### src/rtl/mash111_pkg.sv
package mash111_pkg;
  localparam int NUM_STAGES = 3;
  localparam int OUT_W      = 4;

  typedef logic signed [OUT_W-1:0] mash_out_t;

  // First difference of the stage-2 carry stream.
  function automatic mash_out_t diff1(input logic cur, input logic prev);
    mash_out_t r;
    r = $signed({3'b000, cur}) - $signed({3'b000, prev});
    return r;
  endfunction

  // Second difference of the stage-3 carry stream.
  function automatic mash_out_t diff2(input logic cur, input logic prev,
                                      input logic prev2);
    mash_out_t r;
    r = $signed({3'b000, cur}) - $signed({2'b00, prev, 1'b0})
        + $signed({3'b000, prev2});
    return r;
  endfunction

  // Cancellation network: first carry plus shaped higher carries.
  function automatic mash_out_t merge(input logic c1, input mash_out_t d1,
                                      input mash_out_t d2);
    mash_out_t r;
    r = $signed({3'b000, c1}) + d1 + d2;
    return r;
  endfunction
endpackage

### src/rtl/mash111_acc_stage.sv
module mash111_acc_stage #(
  parameter int W = 16
) (
  input  logic         clk,
  input  logic         rst,
  input  logic         en,
  input  logic [W-1:0] in_word,
  output logic [W-1:0] residue,
  output logic         carry,
  output logic [W-1:0] acc_q
);
  logic [W:0] sum_full;

  assign sum_full = {1'b0, acc_q} + {1'b0, in_word};
  assign residue  = sum_full[W-1:0];
  assign carry    = sum_full[W];

  always_ff @(posedge clk) begin
    if (rst)     acc_q <= '0;
    else if (en) acc_q <= residue;
  end

  // A carry means the accumulator wrapped, so the new value is below the addend.
  assert_carry_wraps_R2: assert property (@(posedge clk) disable iff (rst)
    (en && carry) |=> (acc_q < $past(in_word)));
  assert_no_carry_grows_R2: assert property (@(posedge clk) disable iff (rst)
    (en && !carry) |=> (acc_q >= $past(in_word)));
  assert_stage_hold_R6: assert property (@(posedge clk) disable iff (rst)
    !en |=> $stable(acc_q));
endmodule

### src/rtl/mash111_cancel.sv
module mash111_cancel
  import mash111_pkg::*;
(
  input  logic      clk,
  input  logic      rst,
  input  logic      en,
  input  logic      c1,
  input  logic      c2,
  input  logic      c3,
  output mash_out_t out_word,
  output logic      hist_idle
);
  logic      c2_d;
  logic      c3_d;
  logic      c3_dd;
  mash_out_t term2;
  mash_out_t term3;
  mash_out_t next_out;

  assign term2     = diff1(c2, c2_d);
  assign term3     = diff2(c3, c3_d, c3_dd);
  assign next_out  = merge(c1, term2, term3);
  assign hist_idle = !(c2_d || c3_d || c3_dd);

  always_ff @(posedge clk) begin
    if (rst) begin
      c2_d     <= 1'b0;
      c3_d     <= 1'b0;
      c3_dd    <= 1'b0;
      out_word <= '0;
    end else if (en) begin
      c2_d     <= c2;
      c3_d     <= c3;
      c3_dd    <= c3_d;
      out_word <= next_out;
    end
  end

  assert_term2_range_R4: assert property (@(posedge clk) disable iff (rst)
    (term2 >= -4'sd1) && (term2 <= 4'sd1));
  assert_term3_range_R4: assert property (@(posedge clk) disable iff (rst)
    (term3 >= -4'sd2) && (term3 <= 4'sd2));
  assert_out_range_R5: assert property (@(posedge clk) disable iff (rst)
    (out_word >= -4'sd3) && (out_word <= 4'sd4));
  assert_out_hold_R6: assert property (@(posedge clk) disable iff (rst)
    !en |=> $stable(out_word));
  assert_reset_clear_R1: assert property (@(posedge clk)
    rst |=> (out_word == 4'sd0) && hist_idle);
endmodule

### src/rtl/mash111_mod.sv
module mash111_mod
  import mash111_pkg::*;
#(
  parameter int ACC_W = 16
) (
  input  logic                    clk,
  input  logic                    rst,
  input  logic                    en,
  input  logic [ACC_W-1:0]        frac_word,
  output logic signed [OUT_W-1:0] out_word
);
  localparam int NS = NUM_STAGES;

  logic [ACC_W-1:0] stage_in  [NS];
  logic [ACC_W-1:0] stage_res [NS];
  logic [ACC_W-1:0] stage_acc [NS];
  logic [NS-1:0]    stage_carry;
  logic             hist_idle;
  logic             all_acc_zero;

  genvar k;
  generate
    for (k = 0; k < NS; k++) begin : g_stage
      if (k == 0) begin : g_first
        assign stage_in[k] = frac_word;
      end else begin : g_chain
        assign stage_in[k] = stage_res[k-1];
      end
      mash111_acc_stage #(.W(ACC_W)) stage_i (
        .clk     (clk),
        .rst     (rst),
        .en      (en),
        .in_word (stage_in[k]),
        .residue (stage_res[k]),
        .carry   (stage_carry[k]),
        .acc_q   (stage_acc[k])
      );
    end
  endgenerate

  mash111_cancel cancel_i (
    .clk       (clk),
    .rst       (rst),
    .en        (en),
    .c1        (stage_carry[0]),
    .c2        (stage_carry[1]),
    .c3        (stage_carry[2]),
    .out_word  (out_word),
    .hist_idle (hist_idle)
  );

  assign all_acc_zero = (stage_acc[0] == '0) && (stage_acc[1] == '0) &&
                        (stage_acc[2] == '0);

  // A zero word on a fully quiet modulator keeps it quiet.
  assert_zero_idle_R7: assert property (@(posedge clk) disable iff (rst)
    (en && frac_word == '0 && all_acc_zero && hist_idle)
      |=> (out_word == 4'sd0) && all_acc_zero);
  assert_reset_acc_R1: assert property (@(posedge clk)
    rst |=> all_acc_zero);
endmodule

### config.mk
export PLATFORM = sky130hd
export DESIGN_NAME = mash111_mod
export DESIGN_NICKNAME = d
export VERILOG_FILES = /design/src/rtl/mash111_pkg.sv /design/src/rtl/mash111_acc_stage.sv /design/src/rtl/mash111_cancel.sv /design/src/rtl/mash111_mod.sv
export SDC_FILE = /design/constraint.sdc
export NUM_CORES = 1
export LEC_CHECK = 0
export ABC_AREA = 1
export CORE_MARGIN = 2
export CORE_UTILIZATION = 45
export CTS_CLUSTER_DIAMETER = 60
export DETAILED_ROUTE_END_ITERATION = 16
export DONT_BUFFER_PORTS = 1
export SYNTH_ARGS = -nofsm -noshare
export SYNTH_HDL_FRONTEND = slang
export SYNTH_SLANG_ARGS = --single-unit
export TNS_END_PERCENT = 5
### constraint.sdc
create_clock -name clk -period 5.8 [get_ports clk]
set_input_delay 1.16 -clock clk [delete_from_list [all_inputs] [get_ports clk]]
set_output_delay 1.16 -clock clk [all_outputs]
set_load 0.05 [all_outputs]
# == Word-level counts from Yosys, hierarchy flattened ==
# Index checks and enable logic that the tools add are counted.
# classes
n_addsub,8
# ops
operator,count
$add 16x16->17,3
$add 2x4->4,1
$add 4x2->4,1
$add 4x4->4,1
$sub 1x2->3,1
$sub 1x1->2,1
# totals
ff_bits,55
in_bits,19
out_inout_bits,4
wordCells,15

# == Longest topological paths before layout ==
# Gate-level depths: netlist (run 1).
# depth
depth_word,6
mapped_depth,34
ltp_nobuf,34

# == Cells and area by module ==
# Synthesis (run 1) repeated with hierarchy kept, for this count alone.
# unflattened
hier_cells,882
hier_area_um2,5240.0
# by_module_without_submodules
module,n_inst,cells_each,area_per_inst_um2,seq_area_each_um2
mash111_acc_stage (g_stage[1].stage_i ...),2,278,1615.3,320.3
mash111_acc_stage (g_stage[0].stage_i),1,278,1600.3,320.3
mash111_cancel,1,48,409.1,140.1

# == Worst setup path after synthesis (run 1) ==
# OpenSTA, ideal clock, no wires.
# synth_path
path_type,input port to flip-flop
start,input frac_word[0]
end,register cancel_i.out_word[2]
setup_ns,0.115
arrival_time_ns,5.341
slack_ns,0.344
stages,34
n_path_buf,0
path_cell_list,ha_1 > fa_1 > nand2_1 > nand2_1 > and2_4 > nand2_2 > nand2_2 > xnor2_2 > inv_1 > ha_1 > nand2_1 > inv_1 > nand2_1 > inv_1 > nand2_1 > nand2_1 > nand2_1 > nand2_1 > ha_1 > nand2_1 > nand2_1 > inv_1 > nor2_1 > nor2_1 > nand3_2 > a21oi_1 > fa_1 > inv_1 > ha_1 > inv_1 > fa_1 > xor2_1 > o21ai_0 > inv_1
# synth_between
elab_chain_cells,6
# synth_rtl
item,line_no,text
from (decl),mash111_mod.sv:9,"input logic [ACC_W-1:0] frac_word,"
$add 16x16->17,mash111_acc_stage.sv:14,"assign sum_full = {1'b0, acc_q} + {1'b0, in_word};"
via g_stage[0].stage_i.residue[8],mash111_acc_stage.sv:8,"output logic [W-1:0] residue,"
$add 16x16->17,mash111_acc_stage.sv:14,
via g_stage[1].stage_i.residue[9],mash111_acc_stage.sv:8,
$add 16x16->17,mash111_acc_stage.sv:14,
$sub 1x2->3,mash111_pkg.sv:18,"r = $signed({3'b000, cur}) - $signed({2'b00, prev, 1'b0})"
$add 4x2->4,mash111_pkg.sv:19,"+ $signed({3'b000, prev2});"
$add 4x4->4,mash111_pkg.sv:27,"r = $signed({3'b000, c1}) + d1 + d2;"
to (signal assigned),mash111_cancel.sv:35,out_word <= next_out;
to (decl),mash111_cancel.sv:10,"output mash_out_t out_word,"
# The timed path passes the listed nets, and every way through them passes these cells.
# A chain may end at the register's enable or synchronous reset.

# == Worst setup path in the final report (run 1) ==
# Ends and elaborated chain as after synthesis.

==> metrics, run 1 <==
outcome finished, final reports clean; first-pass GRT wire length between 20,000 and 25,000 um; IO Port Bufs 0; Initial Utilization 45.91%; post-synthesis sequential area ratio a little over a fifth; final cell count without fillers between 1,000 and 1,500; clock tree buffer depth 2; fraction of layout cells with a size suffix above 1 6.908%; post-route ant nets 0; Syn Inst Count ~900; Die H 111.5 um; Final #Nets approximately 1,000; CTS Hold Bufs 0; synthesized area ~5200 um^2; num rows 39; Synth area leaders dfxtp_1 21%, nand2_1 20%, ha_1 13%; dominant cell type by area after synthesis dfxtp_1; clock-pin slew on the worst setup and hold paths 0.08 ns; crit path kind in -> reg; GR met3 Demand/Resource 3.484%; vias in the first global route roughly 4,900; Final period util between 90% and 100%; wire length per cell 12.03 um; CP arrival 5.66 ns; Leak Pwr between 3 and 4 nW; Via density around 4.8; synth warn 0; initial antenna violation count 0; Post-Syn Nets 970; area taken by multi-input logic gates about 3400 um^2; Period minus WS final between 5 and 6 ns; # IOs 23; commonest non-fill, non-tap cell in the layout nand2_1; CP most frequent cell nand2_1; busiest grt layer met2; met1 Track Usage GR between 20% and 30%; Tightest Pin Transition 0.7816 ns; Area Overhead vs Synth 10.33%; width of the die approximately 110 um; core area about 11,000 um^2; PnR worst setup slack about 0.36 ns; RSZ-0062 raised after global routing no; startpoint types input port; Congestion Overflow GR 0; MaxCap Viol Count 0; number of distinct library cells after synthesis 33; slowest cell on the critical path fa_1; DR vias 5,049; total track usage a little over a fifth; dpl cells ~1,000; CP max stage delay approximately 0.44 ns; final hold vios 0; CTS tree done; area share of the largest cell type after synthesis 21.18%; Clock Skews around 0.0064 ns; Reg area 1101 um^2; Worst Path Required 6.02 ns; Crit Path Max Fanout 4; clock root buffer clkbuf_16; Clk Latency, worst-skew pair ~0.32 ns; CTS H-Tree Depth 2; DPL Wire Length approximately 9700 um; Setup WS pre-CTS -0.2277 ns; routability cong. between 0.8 and 0.9; commonest cells after routing, fill and taps aside 273 x nand2_1, 182 x inv_1, 122 x nor2_1; Die ar. 12,430 um^2; largest net degree at the start of global routing 88; Mapped Avg Cell Area 5.840 um^2; P per Cell Area ~480 nW/um^2; worst min path class reg -> reg; antenna cells 0; # clock sinks between 50 and 60; Seq cells post-synth between 50 and 60; GR Util met2 between 30% and 40%; VDD IR max 0.0003432 V; Residual DRC 0; final wirelength ~13,000 um; Layout fillers between 1,000 and 1,500; Pre-antenna DRT Iters 4; Slew headroom 47.84%; pins over their slew limit 0; TritonCTS buffer count 5; final setup vio count 0; CP Capture Type flop; number of DRC markers in iteration 0 approximately 250; Max Clk Rate between 0.15 and 0.2 GHz
-- cell usage after synthesis --
master         instances
nand2_1              277
inv_1                182
nor2_1               124
nand3_1               61
ha_1                  56
dfxtp_1               55
a21oi_1               29
o21ai_0               24
xor2_1                14
clkbuf_1               8
nor3_1                 7
buf_2                  6
fa_1                   5
nand4_1                4
o211ai_1               4
o21ai_1                4
or2_1                  4
nand2_2                3
nand3b_1               3
nor3_2                 3
xnor2_1                3
and2_1                 2
and2_4                 2
a211o_1                1
a21boi_0               1
buf_4                  1
clkbuf_2               1
clkbuf_8               1
dlygate4sd1_1          1
nand3_2                1
o21bai_1               1
or2_0                  1
xnor2_2                1
-- final timing paths --
kind              slack (ns)  depth (start not counted)                           to                         from
hold reg to reg         0.51                          2  g_stage[2].stage_i.acc_q[7]  g_stage[2].stage_i.acc_q[7]
setup / recovery        0.36                         30         cancel_i.out_word[2]                 frac_word[0]
hold / removal          0.51                          2  g_stage[2].stage_i.acc_q[7]  g_stage[2].stage_i.acc_q[7]
setup reg to reg        0.89                         30         cancel_i.out_word[2]  g_stage[0].stage_i.acc_q[0]
-- routing by layer --
layer  share of wire [%]  vias up
li1                    -     2746
met1                  49     2235
met2                  47       50
met3                 2.3       18
met4                 2.2        0
met5                   0        -
-- worst max-delay path: cells and delay by family --
kind	cells	cell delay, ns
buf+inv	4	0.24
simple gates	14	1.31
xor+xnor	1	0.16
fa+ha+maj	7	2.18
compound gates	4	0.60
-- power breakdown --
part           internal (mW)  switching, mW
sequential             0.461         0.0745
clock                  0.168          0.171
combinational          0.780           1.08
-- per-stage QoR --
step | setup TNS, ns | hold slack, ns | utilization, % | power (mW) | instance area (um^2)
floorplan | 0 | 0.4555 | - | 1.810 | 5197
global placement | -0.2048 | 0.4790 | 48.71 | 2.322 | 5514
detailed placement | -0.3158 | 0.4828 | 48.71 | 2.354 | 5514
CTS | 0 | 0.5123 | 50.09 | 2.710 | 5670
global route | 0 | 0.5585 | 50.65 | 3.067 | 5734
finish | 0 | 0.5069 | 50.65 | 2.735 | 5734
-- timing repair --
item	4_1_cts	5_1_grt
setup endpoints to repair	0	3
setup buffers	0	1
gates resized for setup	0	14
-- state kept, by name (all words and copies together), names as in the netlist --
| signal | flops |
|---|---|
| cancel_i.c2_d | 1 |
| cancel_i.c3_d | 1 |
| cancel_i.c3_dd | 1 |
| cancel_i.out_word | 4 |
| g_stage.stage_i.acc_q | 48 |
-- kinds of logic after synthesis --
kind of cell	share of synthesized area, %
AO/OA/AOI/OAI	6.524
flip-flops	21.18
adder cells (fa/ha/maj)	15.41
XOR/XNOR	3.178
AND/OR/NAND/NOR	38.73
buffers and inverters	14.97
-- area by class of cell --
cell class | count | area share [%]
sequential | 55 | 19.20
tap | 143 | 3.120
timing repair buffer | 32 | 4.189
clock buffer | 5 | 2.182
inverter | 182 | 11.91
multi-input combinational | 635 | 58.85
clock inverter | 3 | 0.5455
Note: power is estimated with default switching activity, not from simulation.
==> run 2, diff against run 1 <==
Settings changed: ABC_AREA 1 to unset.
==> metrics, run 2 <==
antenna cells 0; Mapped Avg Cell Area approximately 8.5 um^2; Congestion Overflow GR 0; first-pass GRT wire length between 15,000 and 20,000 um; CP max stage delay between 0.4 and 0.5 ns; DPL Wire Length 7916 um; MaxCap Viol Count 0; outcome finished with violations; Top FF cell, synth dfxtp_1; commonest cells in the netlist 56 x ha_1, 55 x dfxtp_1, 46 x nor2_1; Via density approximately 5.5; Switching Share 43.10%; worst path buffer plus inverter count 2; Residual DRC 0; final setup vio count 2; CTS tree done; # clock sinks 55; number of distinct library cells after synthesis 63; number of DRC markers in iteration 0 roughly 110; Pint 2.075 mW; Crit Path Max Fanout 4; Top delay family on crit path compound AO/OA/AOI/OAI gates; clock tree buffer depth 2; RSZ-0062 raised after global routing yes; CTS Hold Bufs 0; CP most frequent cell ha_4; asr flop ratio synth 0%; width of the die between 100 and 150 um; largest net degree at the start of global routing 89; max reg flops 48; num rows 36; Synth area leaders dfxtp_1 25%, ha_1 16%, mux2i_1 5.2%; startpoint types input port; Tightest Pin Transition around 0.60 ns; Switch Pwr 1.571 mW; synth warn 0; P per Cell Area approximately 650 nW/um^2; VDD IR max 0.0002956 V; DR vias just over 4,000; post-synthesis sequential area ratio between 20% and 30%; area share of the largest cell type after synthesis around 25%; Final TNS setup -0.2548 ns; Die H roughly 100 um; core area just under 10,000 um^2; Clk pwr share ~6%; Seq cells post-synth 55; post-route ant nets 0; Slew headroom between 50% and 60%; TritonCTS buffer count 5; Post-Syn Nets roughly 600; commonest non-fill, non-tap cell in the layout buf_4; Max Clk Rate 0.1683 GHz; # IOs 23; total track usage around 20%; pins over their slew limit 0; Clock Skews 0.009203 ns; CP Capture Type flop; crit path kind in -> reg; Largest Register g_stage.stage_i.acc_q; Final #Nets 692; worst min path class reg -> reg; wire length per cell 14.57 um; Initial Utilization 45.90%; Final period util 102.4%; Comb pwr share between 70% and 80%; Worst Path Required about 6.0 ns; clock-pin slew on the worst setup and hold paths about 0.11 ns; final wirelength roughly 11,000 um; final hold vios 0; Die ar. between 10,000 and 15,000 um^2; largest registers g_stage.stage_i.acc_q x48, cancel_i.out_word x4; initial antenna violation count 0; Syn Inst Count 522; routability cong. 0.8092; CTS H-Tree Depth 2; Sequential Power Share between 10% and 20%; slowest cell on the critical path fa_1; clock root buffer clkbuf_8; synthesized area 4446 um^2; commonest cells after routing, fill and taps aside 100 x buf_4, 55 x dfxtp_1, 51 x ha_1; Pre-antenna DRT Iters 4; vias in the first global route approximately 3,900; Pwr Total roughly 3.6 mW; CP arrival roughly 6.2 ns; PnR worst setup slack -0.1403 ns; dominant cell type by area after synthesis dfxtp_1; Layout fillers ~900; R2R setup slack about 0.34 ns; failing checks negative setup slack; Period minus WS final 5.940 ns; Area Overhead vs Synth 25.50%; number of synthesized flops with an enable pin 0; Leak Pwr 2.580 nW; fraction of layout cells with a size suffix above 1 between 20% and 30%; most frequent cell after synthesis ha_1; IO Port Bufs 0; Clk Latency, worst-skew pair 0.31 ns
==> run 2: area by class of cell <==
cell class                      count  area, um^2  share of cell area, %
Clock buffer                        6       72.57                  1.301
Clock inverter                      2       12.51                 0.2243
Inverter                           26       97.59                  1.749
Multi-Input combinational cell    423        3367                  60.35
Sequential cell                    55        1101                  19.74
Tap cell                          133       166.4                  2.983
Timing Repair Buffer              101       762.0                  13.66
==> run 2: timing repair <==
action / 4_1_cts / 5_1_grt
buffers inserted: 6 / 2
gates resized for setup: 15 / 18
pin swaps: 21 / 23
endpoints found under the hold margin: 0 / 0
setup endpoints to repair: 3 / 4
==> run 2: power by group through the flow <==
| stage | Sequential, mW | Clock (mW) | Combinational, mW |
|---|---|---|---|
| floorplan | 0.568 | 0 | 1.64 |
| global placement | 0.586 | 0 | 2.52 |
| detailed placement | 0.590 | 0 | 2.58 |
| CTS | 0.581 | 0.231 | 2.70 |
| global route | 0.594 | 0.241 | 3.16 |
| finish | 0.580 | 0.220 | 2.85 |
==> run 2: worst paths after layout <==
kind / cells after the start / start / end
setup / recovery: 25 / frac_word[0] / cancel_i.out_word[2]
hold reg to reg: 2 / g_stage[0].stage_i.acc_q[11] / g_stage[0].stage_i.acc_q[11]
setup reg to reg: 25 / g_stage[0].stage_i.acc_q[0] / cancel_i.out_word[2]
hold / removal: 2 / g_stage[0].stage_i.acc_q[11] / g_stage[0].stage_i.acc_q[11]
==> run 2: layer usage <==
metal / up-vias / routed length, um / GRT usage, %
met5: - / 0 / 0
met4: 0 / 161 / 5.162
met3: 11 / 240 / 2.352
met2: 50 / 5515 / 36.58
met1: 1920 / 4953 / 25.97
li1: 2100 / - / -
==> run 2: per-stage QoR <==
stage	instances	worst slack (ns)	hold WS [ns]	area (um^2)	util, %
2_1_floorplan	522	-0.2672	0.4292	4478	-
3_3_place_gp	730	-0.5616	0.4456	5271	54.43
3_5_place_dp	730	-0.6694	0.4605	5271	54.43
4_1_cts	744	-0.1850	0.4776	5458	56.36
5_1_grt	746	-0.4349	0.4967	5579	57.61
6_report	746	-0.1403	0.4798	5579	57.61
==> run 2: cells by family after synthesis <==
logic type	share of synthesized area [%]
adders and majority gates	18.01
muxes	5.179
buffers and inverters	3.799
xor gates and xnor gates	6.305
DFF	24.77
and+or+nand+nor	16.83
AOI/OAI and AO/OA	25.11
==> run 2: worst min-delay path, cell delays in order (launching register included) <==
cell      delay [ns]
dfxtp_1         0.33
nand2b_1        0.07
a21oi_1         0.06
